### src/rtl/mat_rot_pkg.sv
package mat_rot_pkg;
  typedef enum logic [1:0] {
    CMD_NOP   = 2'b00,
    CMD_ROT   = 2'b01,
    CMD_TRN   = 2'b10,
    CMD_DRAIN = 2'b11
  } cmd_e;

  typedef enum logic [2:0] {
    ST_IDLE,
    ST_LOAD,
    ST_READY,
    ST_EXEC,
    ST_DRAIN
  } state_e;
endpackage

### src/rtl/mat_fifo.sv
module mat_fifo #(
  parameter int W     = 8,
  parameter int DEPTH = 4
) (
  input  logic         clk_i,
  input  logic         rst_ni,
  input  logic         push_i,
  input  logic [W-1:0] wdata_i,
  input  logic         pop_i,
  output logic [W-1:0] rdata_o,
  output logic         full_o,
  output logic         empty_o
);
  localparam int AW = (DEPTH > 1) ? $clog2(DEPTH) : 1;

  logic [W-1:0] mem_q [DEPTH];
  logic [AW:0]  wr_ptr_q, rd_ptr_q;
  logic         do_push, do_pop;

  assign empty_o = (wr_ptr_q == rd_ptr_q);
  assign full_o  = (wr_ptr_q[AW-1:0] == rd_ptr_q[AW-1:0]) && (wr_ptr_q[AW] != rd_ptr_q[AW]);
  assign do_push = push_i && !full_o;
  assign do_pop  = pop_i && !empty_o;
  assign rdata_o = mem_q[rd_ptr_q[AW-1:0]];

  always_ff @(posedge clk_i or negedge rst_ni) begin
    if (!rst_ni) begin
      wr_ptr_q <= '0;
      rd_ptr_q <= '0;
    end else begin
      if (do_push) wr_ptr_q <= wr_ptr_q + 1'b1;
      if (do_pop)  rd_ptr_q <= rd_ptr_q + 1'b1;
    end
  end

  always_ff @(posedge clk_i) begin
    if (do_push) mem_q[wr_ptr_q[AW-1:0]] <= wdata_i;
  end
endmodule

### src/rtl/mat_pe.sv
module mat_pe #(
  parameter int W = 8
) (
  input  logic         clk_i,
  input  logic         rst_ni,
  input  logic         load_en_i,
  input  logic [W-1:0] load_data_i,
  input  logic         exec_en_i,
  input  logic         exec_trn_i,
  input  logic [W-1:0] rot_src_i,
  input  logic [W-1:0] trn_src_i,
  output logic [W-1:0] q_o
);
  always_ff @(posedge clk_i or negedge rst_ni) begin
    if (!rst_ni)        q_o <= '0;
    else if (load_en_i) q_o <= load_data_i;
    else if (exec_en_i) q_o <= exec_trn_i ? trn_src_i : rot_src_i;
  end
endmodule

### src/rtl/mat_pe_grid.sv
module mat_pe_grid #(
  parameter int N     = 4,
  parameter int W     = 8,
  parameter int IDX_W = $clog2(N*N)
) (
  input  logic             clk_i,
  input  logic             rst_ni,
  input  logic             load_en_i,
  input  logic [IDX_W-1:0] load_idx_i,
  input  logic [W-1:0]     load_data_i,
  input  logic             exec_en_i,
  input  logic             exec_trn_i,
  output logic [W-1:0]     cell_o [N*N]
);
  for (genvar r = 0; r < N; r++) begin : g_row
    for (genvar c = 0; c < N; c++) begin : g_col
      localparam int SELF = r*N + c;
      // clockwise quarter turn reads row N-1-c, column r; transpose reads row c, column r
      localparam int ROT  = (N-1-c)*N + r;
      localparam int TRN  = c*N + r;
      logic hit;
      assign hit = load_en_i && (load_idx_i == IDX_W'(SELF));
      mat_pe #(.W(W)) u_pe (
        .clk_i      (clk_i),
        .rst_ni     (rst_ni),
        .load_en_i  (hit),
        .load_data_i(load_data_i),
        .exec_en_i  (exec_en_i),
        .exec_trn_i (exec_trn_i),
        .rot_src_i  (cell_o[ROT]),
        .trn_src_i  (cell_o[TRN]),
        .q_o        (cell_o[SELF])
      );
    end
  end
endmodule

### src/rtl/mat_ctrl.sv
module mat_ctrl
  import mat_rot_pkg::*;
#(
  parameter int N     = 4,
  parameter int IDX_W = $clog2(N*N)
) (
  input  logic             clk_i,
  input  logic             rst_ni,
  input  logic             in_empty_i,
  input  logic             out_full_i,
  input  logic             cmd_valid_i,
  input  cmd_e             cmd_op_i,
  output logic             in_pop_o,
  output logic             load_en_o,
  output logic [IDX_W-1:0] idx_o,
  output logic             exec_en_o,
  output logic             exec_trn_o,
  output logic             out_push_o,
  output logic             busy_o,
  output logic             loaded_o
);
  localparam logic [IDX_W-1:0] LAST = IDX_W'(N*N-1);

  state_e           state_q, state_d;
  logic [IDX_W-1:0] cnt_q, cnt_d;
  logic             trn_q, trn_d;

  always_comb begin
    state_d    = state_q;
    cnt_d      = cnt_q;
    trn_d      = trn_q;
    in_pop_o   = 1'b0;
    load_en_o  = 1'b0;
    exec_en_o  = 1'b0;
    out_push_o = 1'b0;
    case (state_q)
      ST_IDLE: state_d = ST_LOAD;
      ST_LOAD: begin
        if (!in_empty_i) begin
          in_pop_o  = 1'b1;
          load_en_o = 1'b1;
          if (cnt_q == LAST) begin
            cnt_d   = '0;
            state_d = ST_READY;
          end else begin
            cnt_d = cnt_q + 1'b1;
          end
        end
      end
      ST_READY: begin
        if (cmd_valid_i) begin
          case (cmd_op_i)
            CMD_ROT:   begin trn_d = 1'b0; state_d = ST_EXEC; end
            CMD_TRN:   begin trn_d = 1'b1; state_d = ST_EXEC; end
            CMD_DRAIN: state_d = ST_DRAIN;
            default:   ;
          endcase
        end
      end
      ST_EXEC: begin
        exec_en_o = 1'b1;
        state_d   = ST_READY;
      end
      ST_DRAIN: begin
        if (!out_full_i) begin
          out_push_o = 1'b1;
          if (cnt_q == LAST) begin
            cnt_d   = '0;
            state_d = ST_IDLE;
          end else begin
            cnt_d = cnt_q + 1'b1;
          end
        end
      end
      default: state_d = ST_IDLE;
    endcase
  end

  always_ff @(posedge clk_i or negedge rst_ni) begin
    if (!rst_ni) begin
      state_q <= ST_IDLE;
      cnt_q   <= '0;
      trn_q   <= 1'b0;
    end else begin
      state_q <= state_d;
      cnt_q   <= cnt_d;
      trn_q   <= trn_d;
    end
  end

  assign idx_o      = cnt_q;
  assign exec_trn_o = trn_q;
  assign busy_o     = (state_q != ST_READY);
  assign loaded_o   = (state_q == ST_READY);
endmodule

### src/rtl/mat_rot_array.sv
module mat_rot_array
  import mat_rot_pkg::*;
#(
  parameter int N          = 4,
  parameter int W          = 8,
  parameter int FIFO_DEPTH = 4
) (
  input  logic         clk_i,
  input  logic         rst_ni,
  input  logic         in_valid_i,
  input  logic [W-1:0] in_data_i,
  output logic         in_ready_o,
  output logic         out_valid_o,
  output logic [W-1:0] out_data_o,
  input  logic         out_ready_i,
  input  logic         cmd_valid_i,
  input  logic [1:0]   cmd_op_i,
  output logic         busy_o,
  output logic         loaded_o
);
  localparam int IDX_W = $clog2(N*N);

  logic             in_full, in_empty, in_pop;
  logic [W-1:0]     in_head;
  logic             out_full, out_empty, out_push;
  logic             load_en, exec_en, exec_trn;
  logic [IDX_W-1:0] idx;
  logic [W-1:0]     cell_q [N*N];

  mat_fifo #(.W(W), .DEPTH(FIFO_DEPTH)) u_in_fifo (
    .clk_i  (clk_i),
    .rst_ni (rst_ni),
    .push_i (in_valid_i),
    .wdata_i(in_data_i),
    .pop_i  (in_pop),
    .rdata_o(in_head),
    .full_o (in_full),
    .empty_o(in_empty)
  );

  mat_ctrl #(.N(N), .IDX_W(IDX_W)) u_ctrl (
    .clk_i      (clk_i),
    .rst_ni     (rst_ni),
    .in_empty_i (in_empty),
    .out_full_i (out_full),
    .cmd_valid_i(cmd_valid_i),
    .cmd_op_i   (cmd_e'(cmd_op_i)),
    .in_pop_o   (in_pop),
    .load_en_o  (load_en),
    .idx_o      (idx),
    .exec_en_o  (exec_en),
    .exec_trn_o (exec_trn),
    .out_push_o (out_push),
    .busy_o     (busy_o),
    .loaded_o   (loaded_o)
  );

  mat_pe_grid #(.N(N), .W(W), .IDX_W(IDX_W)) u_grid (
    .clk_i      (clk_i),
    .rst_ni     (rst_ni),
    .load_en_i  (load_en),
    .load_idx_i (idx),
    .load_data_i(in_head),
    .exec_en_i  (exec_en),
    .exec_trn_i (exec_trn),
    .cell_o     (cell_q)
  );

  mat_fifo #(.W(W), .DEPTH(FIFO_DEPTH)) u_out_fifo (
    .clk_i  (clk_i),
    .rst_ni (rst_ni),
    .push_i (out_push),
    .wdata_i(cell_q[idx]),
    .pop_i  (out_ready_i),
    .rdata_o(out_data_o),
    .full_o (out_full),
    .empty_o(out_empty)
  );

  assign in_ready_o  = !in_full;
  assign out_valid_o = !out_empty;
endmodule

### config.mk
export PLATFORM = sky130hd
export DESIGN_NAME = mat_rot_array
export DESIGN_NICKNAME = d
export VERILOG_FILES = /design/src/rtl/mat_rot_pkg.sv /design/src/rtl/mat_fifo.sv /design/src/rtl/mat_pe.sv /design/src/rtl/mat_pe_grid.sv /design/src/rtl/mat_ctrl.sv /design/src/rtl/mat_rot_array.sv
export SDC_FILE = /design/constraint.sdc
export NUM_CORES = 1
export LEC_CHECK = 0
export BUFFER_PORTS_ARGS = -buffer_cell sky130_fd_sc_hd__buf_2
export CAP_MARGIN = 0
export CORE_AREA = 2 2 212 162
export DETAILED_ROUTE_END_ITERATION = 6
export DIE_AREA = 0 0 214 164
export GPL_ROUTABILITY_DRIVEN = 1
export MAX_ROUTING_LAYER = met4
export SYNTH_ARGS = -nofsm -noshare
export SYNTH_HDL_FRONTEND = slang
export SYNTH_HIERARCHICAL = 1
export SYNTH_SLANG_ARGS = --single-unit
### constraint.sdc
create_clock -name clk_i -period 3.8 [get_ports clk_i]
set_input_delay 0.19 -clock clk_i [delete_from_list [all_inputs] [get_ports clk_i]]
set_output_delay 0.19 -clock clk_i [all_outputs]
set_load 0.03 [all_outputs]
==> results.json, run 1 <==
{
  "core-area_mm2": 0.0330,
  "layout.cells.most_common_list": "nand2_1 (146), dfrtp_1 (146), inv_1 (142)",
  "area_growth_pct": 8.82,
  "dr.pass1.iters": 5,
  "end_kind": "flip-flop",
  "htreeDepth": 1,
  "diodes": 0,
  "max_clock_freq_mhz": 292,
  "maxCapViolCount": 0,
  "p_switching_mw": 5.57,
  "relSlewSlack_pct": 36.6,
  "syn-num-nets": 1091,
  "rows": 58,
  "p_int_mw": 6.65,
  "crit_path_start_kind": "flip-flop",
  "numCtsBuffers": 24,
  "dr.first_iter.drc_count": 773,
  "synth-seq-cells": 212,
  "finish.utilization_pct": 43.0,
  "syn_area_per_cell_um2": 12.3,
  "crit_arrival_ns": 3.81,
  "drc_errors": 0,
  "ctsRootBufferMaster": "clkbuf_16",
  "clock_latency_ns": 0.54,
  "finalSetupViolCount": 0,
  "vias": 8580,
  "cts_resized": 0,
  "nets": 1098,
  "period_share_pct": 90.2,
  "totalWireLength_um": 34800,
  "fp.dieW_um": 214,
  "synthArstFlopShare_pct": 69.8,
  "synth_area_mm2": 0.0131,
  "path_class": "reg2reg",
  "synthCells": 1063,
  "min_delay_path_depth": 3,
  "skew_ns": 0.0190,
  "first_global_vias": 8708,
  "switching_share_pct": 45.6,
  "run_status": "finished clean",
  "clockBufferDepth": 3,
  "rr_endpoint": "u_grid/g_row[2].g_col[0].u_pe/q_o[7]",
  "dieArea_mm2": 0.0351,
  "ios": 27,
  "clk_pin_slew_ns": 0.06,
  "peakVddDrop_mv": 0.623,
  "p_leak_nw": 5.32,
  "grt_start_max_net_pins": 94,
  "viasPerCell": 5.58,
  "fin_setup_tns_ns": 0,
  "nFillCells": 3044,
  "timing.final.max_slew_violations": 0,
  "antenna_found_initial": 0,
  "power_frac_seq_pct": 32.9,
  "setup_ws_ns": 0.371,
  "r2r-start": "u_in_fifo/wr_ptr_q[1]",
  "dp_slack_ns": 0.568,
  "initial_core_util_pct": 39.5,
  "p_comb_share_pct": 48.0,
  "die_h_um": 164,
  "ff2ff_setup_slack_ns": 0.37,
  "critPathMaxFanout": 8,
  "drive_above_1_share_pct": 24.9,
  "hold_path.startpoint": "in_valid_i",
  "yosysWarnings": 6,
  "min_path_type": "in2reg",
  "ant_nets": 0,
  "grt_use_total_pct": 20.7,
  "rsz0062_at_grt": "false",
  "gr-total-overflow": 0,
  "grt_pass1_wl_um": 54200,
  "clkPwrFrac_pct": 19.1,
  "ys_types": 47,
  "min_to": "u_in_fifo/wr_ptr_q[0]",
  "min_period_ns": 3.43,
  "hold_viol_final": 0,
  "dp_hpwl_um": 24400,
  "clock_sinks": 212,
  "gp_congestion": 0.874,
  "synth_edf_count": 64,
  "tightest_slew_ns": 0.950,
  "cts_tree": "built",
  "wire_per_inst_um": 22.6,
  "ys.flop_type": "dfrtp_1",
  "required_ns": 4.18,
  "r2r_cells": 8,
  "power_density_mw_per_mm2": 861,
  "ys_seq_area_share_pct": 43.1,
  "port_buffers": 26
}
[synth_stat cells (2+ instances only)]
| cell | n | area (um2) |
|---|---|---|
| a21boi_0 | 2 | 15.0 |
| mux2i_1 | 129 | 1290 |
| nand2_1 | 146 | 548 |
| xor2_2 | 4 | 65.1 |
| dfrtp_1 | 148 | 3700 |
| a211oi_1 | 5 | 37.5 |
| inv_1 | 142 | 533 |
| clkbuf_2 | 16 | 80.1 |
| mux2_1 | 3 | 33.8 |
| xor2_1 | 4 | 35.0 |
| a21oi_1 | 10 | 50.1 |
| edfxtp_1 | 64 | 1920 |
| o31ai_1 | 10 | 75.1 |
| nor2_1 | 14 | 52.6 |
| a31oi_2 | 2 | 25.0 |
| nand3b_1 | 5 | 37.5 |
| buf_4 | 3 | 22.5 |
| and3_1 | 7 | 43.8 |
| inv_2 | 2 | 7.51 |
| ha_1 | 13 | 163 |
| nand2b_1 | 22 | 138 |
| buf_6 | 38 | 428 |
| o221ai_2 | 128 | 1920 |
| clkdlybuf4s25_2 | 3 | 30.0 |
| nor3_1 | 7 | 35.0 |
| a41oi_1 | 2 | 17.5 |
| mux4_2 | 34 | 766 |
| nand3_1 | 4 | 20.0 |
| or2_1 | 16 | 100 |
| xnor2_1 | 12 | 105 |
| buf_2 | 22 | 110 |
| mux4_1 | 14 | 368 |
| a22oi_1 | 16 | 120 |
| or3b_4 | 3 | 33.8 |
[worst max path at each step]
stage | from | endpoint | slack (ns) | depth (start not counted)
2_1_floorplan | u_in_fifo/rd_ptr_q[0] | u_grid/g_row[0].g_col[0].u_pe/q_o[3] | 0.95 | 11
3_3_place_gp | u_in_fifo/wr_ptr_q[1] | u_grid/g_row[2].g_col[0].u_pe/q_o[6] | 0.59 | 8
3_5_place_dp | u_in_fifo/wr_ptr_q[1] | u_grid/g_row[2].g_col[0].u_pe/q_o[3] | 0.57 | 8
4_1_cts | u_in_fifo/wr_ptr_q[1] | u_grid/g_row[2].g_col[0].u_pe/q_o[7] | 0.52 | 8
5_1_grt | u_in_fifo/wr_ptr_q[1] | u_grid/g_row[2].g_col[0].u_pe/q_o[3] | 0.16 | 8
6_report | u_in_fifo/wr_ptr_q[1] | u_grid/g_row[2].g_col[0].u_pe/q_o[7] | 0.37 | 8
[metrics by stage]
| step | instance area (um2) | hold slack, ns | power [mW] | cells |
|---|---|---|---|---|
| 4_1_cts | 14200 | 0.00187 | 12.2 | 1538 |
| 3_3_place_gp | 13300 | 0.375 | 9.77 | 1483 |
| 3_5_place_dp | 13300 | 0.380 | 9.83 | 1483 |
| 5_1_grt | 14200 | 0.0164 | 12.9 | 1538 |
| 2_1_floorplan | 13100 | -0.106 | 8.53 | 1063 |
| 6_report | 14200 | 0.0303 | 12.2 | 1538 |
[repair_timing]
item                      CTS  global route
hold endpoints to repair  126             0
hold buffers               11             0
buffers inserted            0             0
[area by class of cell]
cell class | instances | area (um2) | share of cell area [%]
tap | 450 | 563 | 3.96
clock buffer | 36 | 737 | 5.19
inverter | 144 | 541 | 3.81
timing repair buffer | 63 | 467 | 3.29
sequential | 212 | 5630 | 39.6
clock inverter | 8 | 50.0 | 0.352
multi-input combinational | 625 | 6220 | 43.8
[cells by family after synthesis]
kind of cell,count (synthesis),share of synthesized area (%)
and+or+nand+nor,230,8.07
buffers and inverters,226,9.28
DFF,212,43.1
AOI/OAI and AO/OA,182,17.9
muxes,180,18.8
xor gates and xnor gates,20,1.57
adders and majority gates,13,1.25
[metal layers]
| metal | up-vias | GRT usage [%] | share of wire, % | wire [um] |
|---|---|---|---|---|
| met5 | - | - | 0 | 0 |
| met4 | 0 | 5.94 | 2.7 | 937 |
| met3 | 64 | 2.93 | 6.1 | 2120 |
| met2 | 272 | 30.4 | 43 | 15100 |
| met1 | 4337 | 29.9 | 48 | 16600 |
| li1 | 3907 | - | - | - |
[registers in the layout, summed over array words and instances (netlist names)]
register,count
u_out_fifo/rd_ptr_q,3
u_out_fifo/wr_ptr_q,3
u_ctrl/idx_o,4
u_out_fifo/mem_q,32
u_in_fifo/wr_ptr_q,3
u_in_fifo/mem_q,32
u_grid/g_row.g_col.u_pe/q_o,128
u_ctrl/exec_trn_o,1
u_in_fifo/rd_ptr_q,3
u_ctrl/state_q,3
[power groups by stage]
stage	logic [mW]	clock network, mW	registers (mW)
after detailed placement	5.78	0	4.06
after global routing	6.28	2.49	4.12
after floorplan	4.97	0	3.56
after CTS	5.80	2.39	4.02
after global placement	5.73	0	4.04
final	5.86	2.33	4.03
[critical path, stage by stage (launching register included)]
cell      delay [ns]
dfrtp_1         0.48
xor2_1          0.33
nor3_1          0.14
nor4b_1         0.27
buf_4           0.22
nand3b_1        0.21
nor3_1          0.78
nand2b_1        0.68
o221ai_2        0.17
Power figures use the tool's default switching activity.
==> run 2, diff against run 1 <==
--- a/config.mk
+++ b/config.mk
@@ -5,6 +5,7 @@
 export SDC_FILE = /design/constraint.sdc
 export NUM_CORES = 1
 export LEC_CHECK = 0
+export ABC_AREA = 0
 export BUFFER_PORTS_ARGS = -buffer_cell sky130_fd_sc_hd__buf_2
 export CAP_MARGIN = 0
 export CORE_AREA = 2 2 212 162
@@ -12,6 +13,7 @@
 export DIE_AREA = 0 0 214 164
 export GPL_ROUTABILITY_DRIVEN = 1
 export MAX_ROUTING_LAYER = met4
+export REMOVE_ABC_BUFFERS = 1
 export SYNTH_ARGS = -nofsm -noshare
 export SYNTH_HDL_FRONTEND = slang
 export SYNTH_HIERARCHICAL = 1
==> results.json, run 2 (synthesis results as in run 1) <==
{
  "run_status": "finished clean",
  "first_global_vias": 8527,
  "end_kind": "flip-flop",
  "seq_area_mm2": 0.00563,
  "wire_per_inst_um": 22.3,
  "switching_share_pct": 45.3,
  "dp_slack_ns": 0.544,
  "nFillCells": 3089,
  "path_class": "reg2reg",
  "r2r_cells": 8,
  "maxCapViolCount": 0,
  "wl_met2_um": 15000,
  "power_frac_seq_pct": 33.2,
  "relSlewSlack_pct": 36.2,
  "layout.cells.most_common_list": "nand2_1 (146), dfrtp_1 (146), inv_1 (142)",
  "clock_latency_ns": 0.52,
  "ff2ff_setup_slack_ns": 0.56,
  "dp_hpwl_um": 24700,
  "clockBufferDepth": 3,
  "viasPerCell": 5.61,
  "power_density_mw_per_mm2": 858,
  "p_switching_mw": 5.52,
  "gp_congestion": 0.874,
  "met1_length_um": 16500,
  "ctsRootBufferMaster": "clkbuf_16",
  "cts_tree": "built",
  "clock_sinks": 212,
  "period_share_pct": 85.3,
  "skew_ns": 0.00850,
  "min_period_ns": 3.24,
  "peakVddDrop_mv": 0.508,
  "grt_pass1_wl_um": 53400,
  "totalWireLength_um": 34400,
  "cts_hold_buf": 11,
  "largest-register": "u_grid/g_row.g_col.u_pe/q_o",
  "grt_use_total_pct": 20.4,
  "p_leak_nw": 5.30,
  "stdcell_area_mm2": 0.0142,
  "finalSetupViolCount": 0,
  "min_delay_path_depth": 3,
  "port_buffers": 26,
  "multiInputGateArea_mm2": 0.00622,
  "diodes": 0,
  "clkPwrFrac_pct": 18.6,
  "max_clock_freq_mhz": 308,
  "gr-total-overflow": 0,
  "required_ns": 4.18,
  "cts_resized": 0,
  "crit_path_start_kind": "flip-flop",
  "rows": 58,
  "dieArea_mm2": 0.0351,
  "ios": 27,
  "p_int_mw": 6.65,
  "largest_register_ffs": 128,
  "r2r-start": "u_in_fifo/wr_ptr_q[1]",
  "dr.pass1.iters": 5,
  "initial_core_util_pct": 39.5,
  "clk_pin_slew_ns": 0.06,
  "tightest_slew_ns": 0.957,
  "htreeDepth": 1,
  "min_path_type": "in2reg",
  "power_mw": 12.2,
  "rr_endpoint": "u_grid/g_row[0].g_col[3].u_pe/q_o[3]",
  "drc_errors": 0,
  "dr.first_iter.drc_count": 791,
  "rsz0062_at_grt": "false",
  "area_growth_pct": 8.71,
  "antenna_found_initial": 0,
  "nets": 1100,
  "crit_arrival_ns": 3.63,
  "dpl_cell_area_mm2": 0.0133,
  "timing.final.max_slew_violations": 0,
  "vias": 8634,
  "numCtsBuffers": 24,
  "critPathMaxFanout": 10,
  "fp.dieW_um": 214,
  "cts_setup_buffers": 0,
  "drive_above_1_share_pct": 24.2,
  "setup_ws_ns": 0.557,
  "die_h_um": 164,
  "top_layer": "met4",
  "dr_wl_met3_um": 2380,
  "ant_nets": 0,
  "min_to": "u_in_fifo/wr_ptr_q[0]",
  "p_comb_share_pct": 48.2,
  "hold_path.startpoint": "in_valid_i",
  "core-area_mm2": 0.0330,
  "grt_start_max_net_pins": 80,
  "hold_viol_final": 0
}
## run 2: cell count changes in the layout (fill, tap and decap cells not counted), moves of 2 or more
cell and delta:
buf_4 +2, clkbuf_1 +7, clkbuf_8 -4, clkinv_1 +2, clkinv_2 -4, inv_6 -2
## run 2: worst max-delay path by stage
stage | from | slack [ns] | endpoint | cells past startpoint
CTS | u_in_fifo/wr_ptr_q[0] | 0.53 | u_grid/g_row[0].g_col[3].u_pe/q_o[3] | 8
global route | u_in_fifo/wr_ptr_q[1] | 0.20 | u_grid/g_row[0].g_col[3].u_pe/q_o[3] | 8
finish | u_in_fifo/wr_ptr_q[1] | 0.56 | u_grid/g_row[0].g_col[3].u_pe/q_o[3] | 8
global placement | u_in_fifo/wr_ptr_q[0] | 0.72 | u_grid/g_row[0].g_col[3].u_pe/q_o[0] | 8
detailed placement | u_in_fifo/wr_ptr_q[0] | 0.54 | u_grid/g_row[0].g_col[3].u_pe/q_o[3] | 8
floorplan | u_ctrl/exec_trn_o | -1.02 | u_grid/g_row[0].g_col[0].u_pe/q_o[3] | 2
## run 2: routing by layer
layer / global-route usage, % / vias to the layer above
li1: - / 3912
met1: 29.8 / 4385
met2: 29.5 / 288
met3: 3.96 / 49
met4: 3.94 / 0
met5: - / -
## run 2: cell type report
cell class              count  area share [%]
multi-input cells         625            43.8
flip-flops and latches    212            39.7
clock buffers              39            4.99
well taps                 450            3.97
inverters                 144            3.81
repair buffers             65            3.39
clock inverters             5           0.353
## run 2: critical path: stages, from the launching register on
cell and delay, ns:
dfrtp_1 0.48, xor2_1 0.32, nor3_1 0.14, nor4b_1 0.38, buf_4 0.22, or3b_4 0.42, nor2_1 0.49, or2_1 0.51
o221ai_2 0.16
## run 2: per-stage QoR
step / hold slack (ns) / instances / util (%) / setup TNS (ns)
floorplan: -0.106 / 981 / - / -128.90
global placement: 0.325 / 1485 / 40.3 / 0
detailed placement: 0.326 / 1485 / 40.3 / 0
CTS: 0.0146 / 1540 / 43.0 / 0
global route: 0.0615 / 1540 / 43.0 / 0
finish: 0.0241 / 1540 / 43.0 / 0
## run 2: power groups by stage
stage	combinational (mW)	clock (mW)	sequential, mW
finish	5.87	2.26	4.04
detailed placement	5.81	0	4.07
global placement	5.72	0	4.06
global route	6.28	2.40	4.15
CTS	5.82	2.31	4.04
floorplan	4.27	0	3.98
==> run 3, diff against run 2 <==
--- a/config.mk
+++ b/config.mk
@@ -13,7 +13,9 @@
 export DIE_AREA = 0 0 214 164
 export GPL_ROUTABILITY_DRIVEN = 1
 export MAX_ROUTING_LAYER = met4
+export RECOVER_POWER = 100
 export REMOVE_ABC_BUFFERS = 1
+export SKIP_CTS_REPAIR_TIMING = 1
 export SYNTH_ARGS = -nofsm -noshare
 export SYNTH_HDL_FRONTEND = slang
 export SYNTH_HIERARCHICAL = 1
==> results.json, run 3 (synthesis results as in run 1) <==
{
  "max_stage_delay_ns": 0.55,
  "grt_pass1_wl_um": 53300,
  "die_h_um": 164,
  "vias": 8584,
  "slowest_stage": "nand2b_1",
  "rsz0062_at_grt": "false",
  "port_buffers": 26,
  "run_status": "finished, violations left",
  "p_int_mw": 6.44,
  "largest-register": "u_grid/g_row.g_col.u_pe/q_o",
  "worstPathCellList": "xor2_1 > nor3_1 > nor4b_1 > clkbuf_1 > nand3b_1 > nor3_1 > clkbuf_1 > nand2b_1 > o221ai_1",
  "peakVddDrop_mv": 0.482,
  "path_class": "reg2reg",
  "clk_pin_slew_ns": 0.06,
  "dr.pass1.iters": 5,
  "initial_core_util_pct": 39.5,
  "p_comb_share_pct": 46.1,
  "period_share_pct": 89.8,
  "numCtsBuffers": 24,
  "critPathLaunch": "u_in_fifo/wr_ptr_q[1]",
  "power_mw": 11.7,
  "grt_use_total_pct": 20.4,
  "ctsRootBufferMaster": "clkbuf_16",
  "power_frac_seq_pct": 34.5,
  "first_global_vias": 8492,
  "largest_register_ffs": 128,
  "dr.first_iter.drc_count": 837,
  "drc_errors": 0,
  "viasPerCell": 5.58,
  "nFillCells": 3215,
  "p_switching_mw": 5.23,
  "violations": "capacitance limit, slew limit",
  "rows": 58,
  "min_path_type": "in2reg",
  "wire_per_inst_um": 22.4,
  "diodes": 0,
  "crit_path_start_kind": "flip-flop",
  "layout.cells.most_common_list": "dfrtp_1 (147), nand2_1 (146), inv_1 (143)",
  "min_period_ns": 3.41,
  "switching_share_pct": 44.8,
  "r2r-start": "u_in_fifo/wr_ptr_q[1]",
  "layout_commonest_cell": "dfrtp_1",
  "dieArea_mm2": 0.0351,
  "required_ns": 4.16,
  "end_kind": "flip-flop",
  "tightest_slew_ns": 2.26,
  "dp_hpwl_um": 24700,
  "area_growth_pct": 4.45,
  "hold_viol_final": 0,
  "place_inst": 1485,
  "clockBufferDepth": 3,
  "core-area_mm2": 0.0330,
  "skew_ns": 0.00944,
  "relSlewSlack_pct": -50.7,
  "grt_start_max_net_pins": 80,
  "power_density_mw_per_mm2": 856,
  "final_cells": 1539,
  "totalWireLength_um": 34500,
  "timing.final.max_slew_violations": 80,
  "clkPwrFrac_pct": 19.4,
  "antenna_found_initial": 0,
  "critPathMaxFanout": 10,
  "maxCapViolCount": 1,
  "gr-total-overflow": 0,
  "finalSetupViolCount": 0,
  "clock_latency_ns": 0.52,
  "hold_path.startpoint": "cmd_valid_i",
  "gp_congestion": 0.874,
  "setup_ws_ns": 0.387,
  "max_clock_freq_mhz": 293,
  "crit_arrival_ns": 3.77,
  "htreeDepth": 1,
  "nets": 1099,
  "clock_sinks": 212,
  "ant_nets": 0,
  "dp_slack_ns": 0.544,
  "p_leak_nw": 5.13,
  "ios": 27,
  "finish.utilization_pct": 41.3,
  "cts_tree": "built",
  "drive_above_1_share_pct": 14.4,
  "fp.dieW_um": 214
}
[run 3: area by class of cell]
cell class              count  area [um2]  area share (%)
multi-input cells         625        5740            42.1
flip-flops and latches    212        5630            41.3
clock buffers              39         708            5.19
well taps                 450         563            4.13
inverters                 144         541            3.96
repair buffers             64         398            2.92
clock inverters             5        50.0           0.367
[run 3: path summary, 6_finish.rpt]
| path | slack [ns] | end | depth (start not counted) |
|---|---|---|---|
| max | 0.39 | u_grid/g_row[1].g_col[0].u_pe/q_o[5] | 9 |
| min | 0.02 | u_ctrl/exec_trn_o | 3 |
| max reg2reg | 0.39 | u_grid/g_row[1].g_col[0].u_pe/q_o[5] | 9 |
| min reg2reg | 0.58 | u_grid/g_row[3].g_col[3].u_pe/q_o[3] | 2 |
| max in group asynchronous | 0.90 | u_grid/g_row[0].g_col[1].u_pe/q_o[0] | 3 |
| min in group asynchronous | 0.89 | u_grid/g_row[3].g_col[0].u_pe/q_o[4] | 2 |
[run 3: worst max-delay path: cells and delay by family (launching register included)]
family / cells / cell delay (ns)
AO/OA/AOI/OAI: 1 / 0.22
buffers and inverters: 2 / 0.78
flip-flops: 1 / 0.48
AND/OR/NAND/NOR: 5 / 1.44
XOR/XNOR: 1 / 0.32
[run 3: per-stage QoR]
step	area (um2)	hold slack, ns	TNS, ns
global route	13600	0.0319	0
floorplan	12400	-0.106	-128.90
finish	13600	0.0179	0
global placement	13300	0.325	0
detailed placement	13300	0.326	0
CTS	14100	-0.234	0
[run 3: per-layer routing]
metal	part of all wire [%]	global-route usage (%)	up-vias
met1	48	29.8	4365
met4	1.7	3.94	0
li1	-	-	3906
met5	0	-	-
met3	6.8	3.98	47
met2	43	29.4	266
[run 3: power by group through the flow]
stage | logic (mW) | clock network, mW | registers [mW]
6_report | 5.38 | 2.26 | 4.02
2_1_floorplan | 4.27 | 0 | 3.98
5_1_grt | 5.76 | 2.40 | 4.14
3_5_place_dp | 5.81 | 0 | 4.07
4_1_cts | 5.81 | 2.31 | 4.04
3_3_place_gp | 5.72 | 0 | 4.06
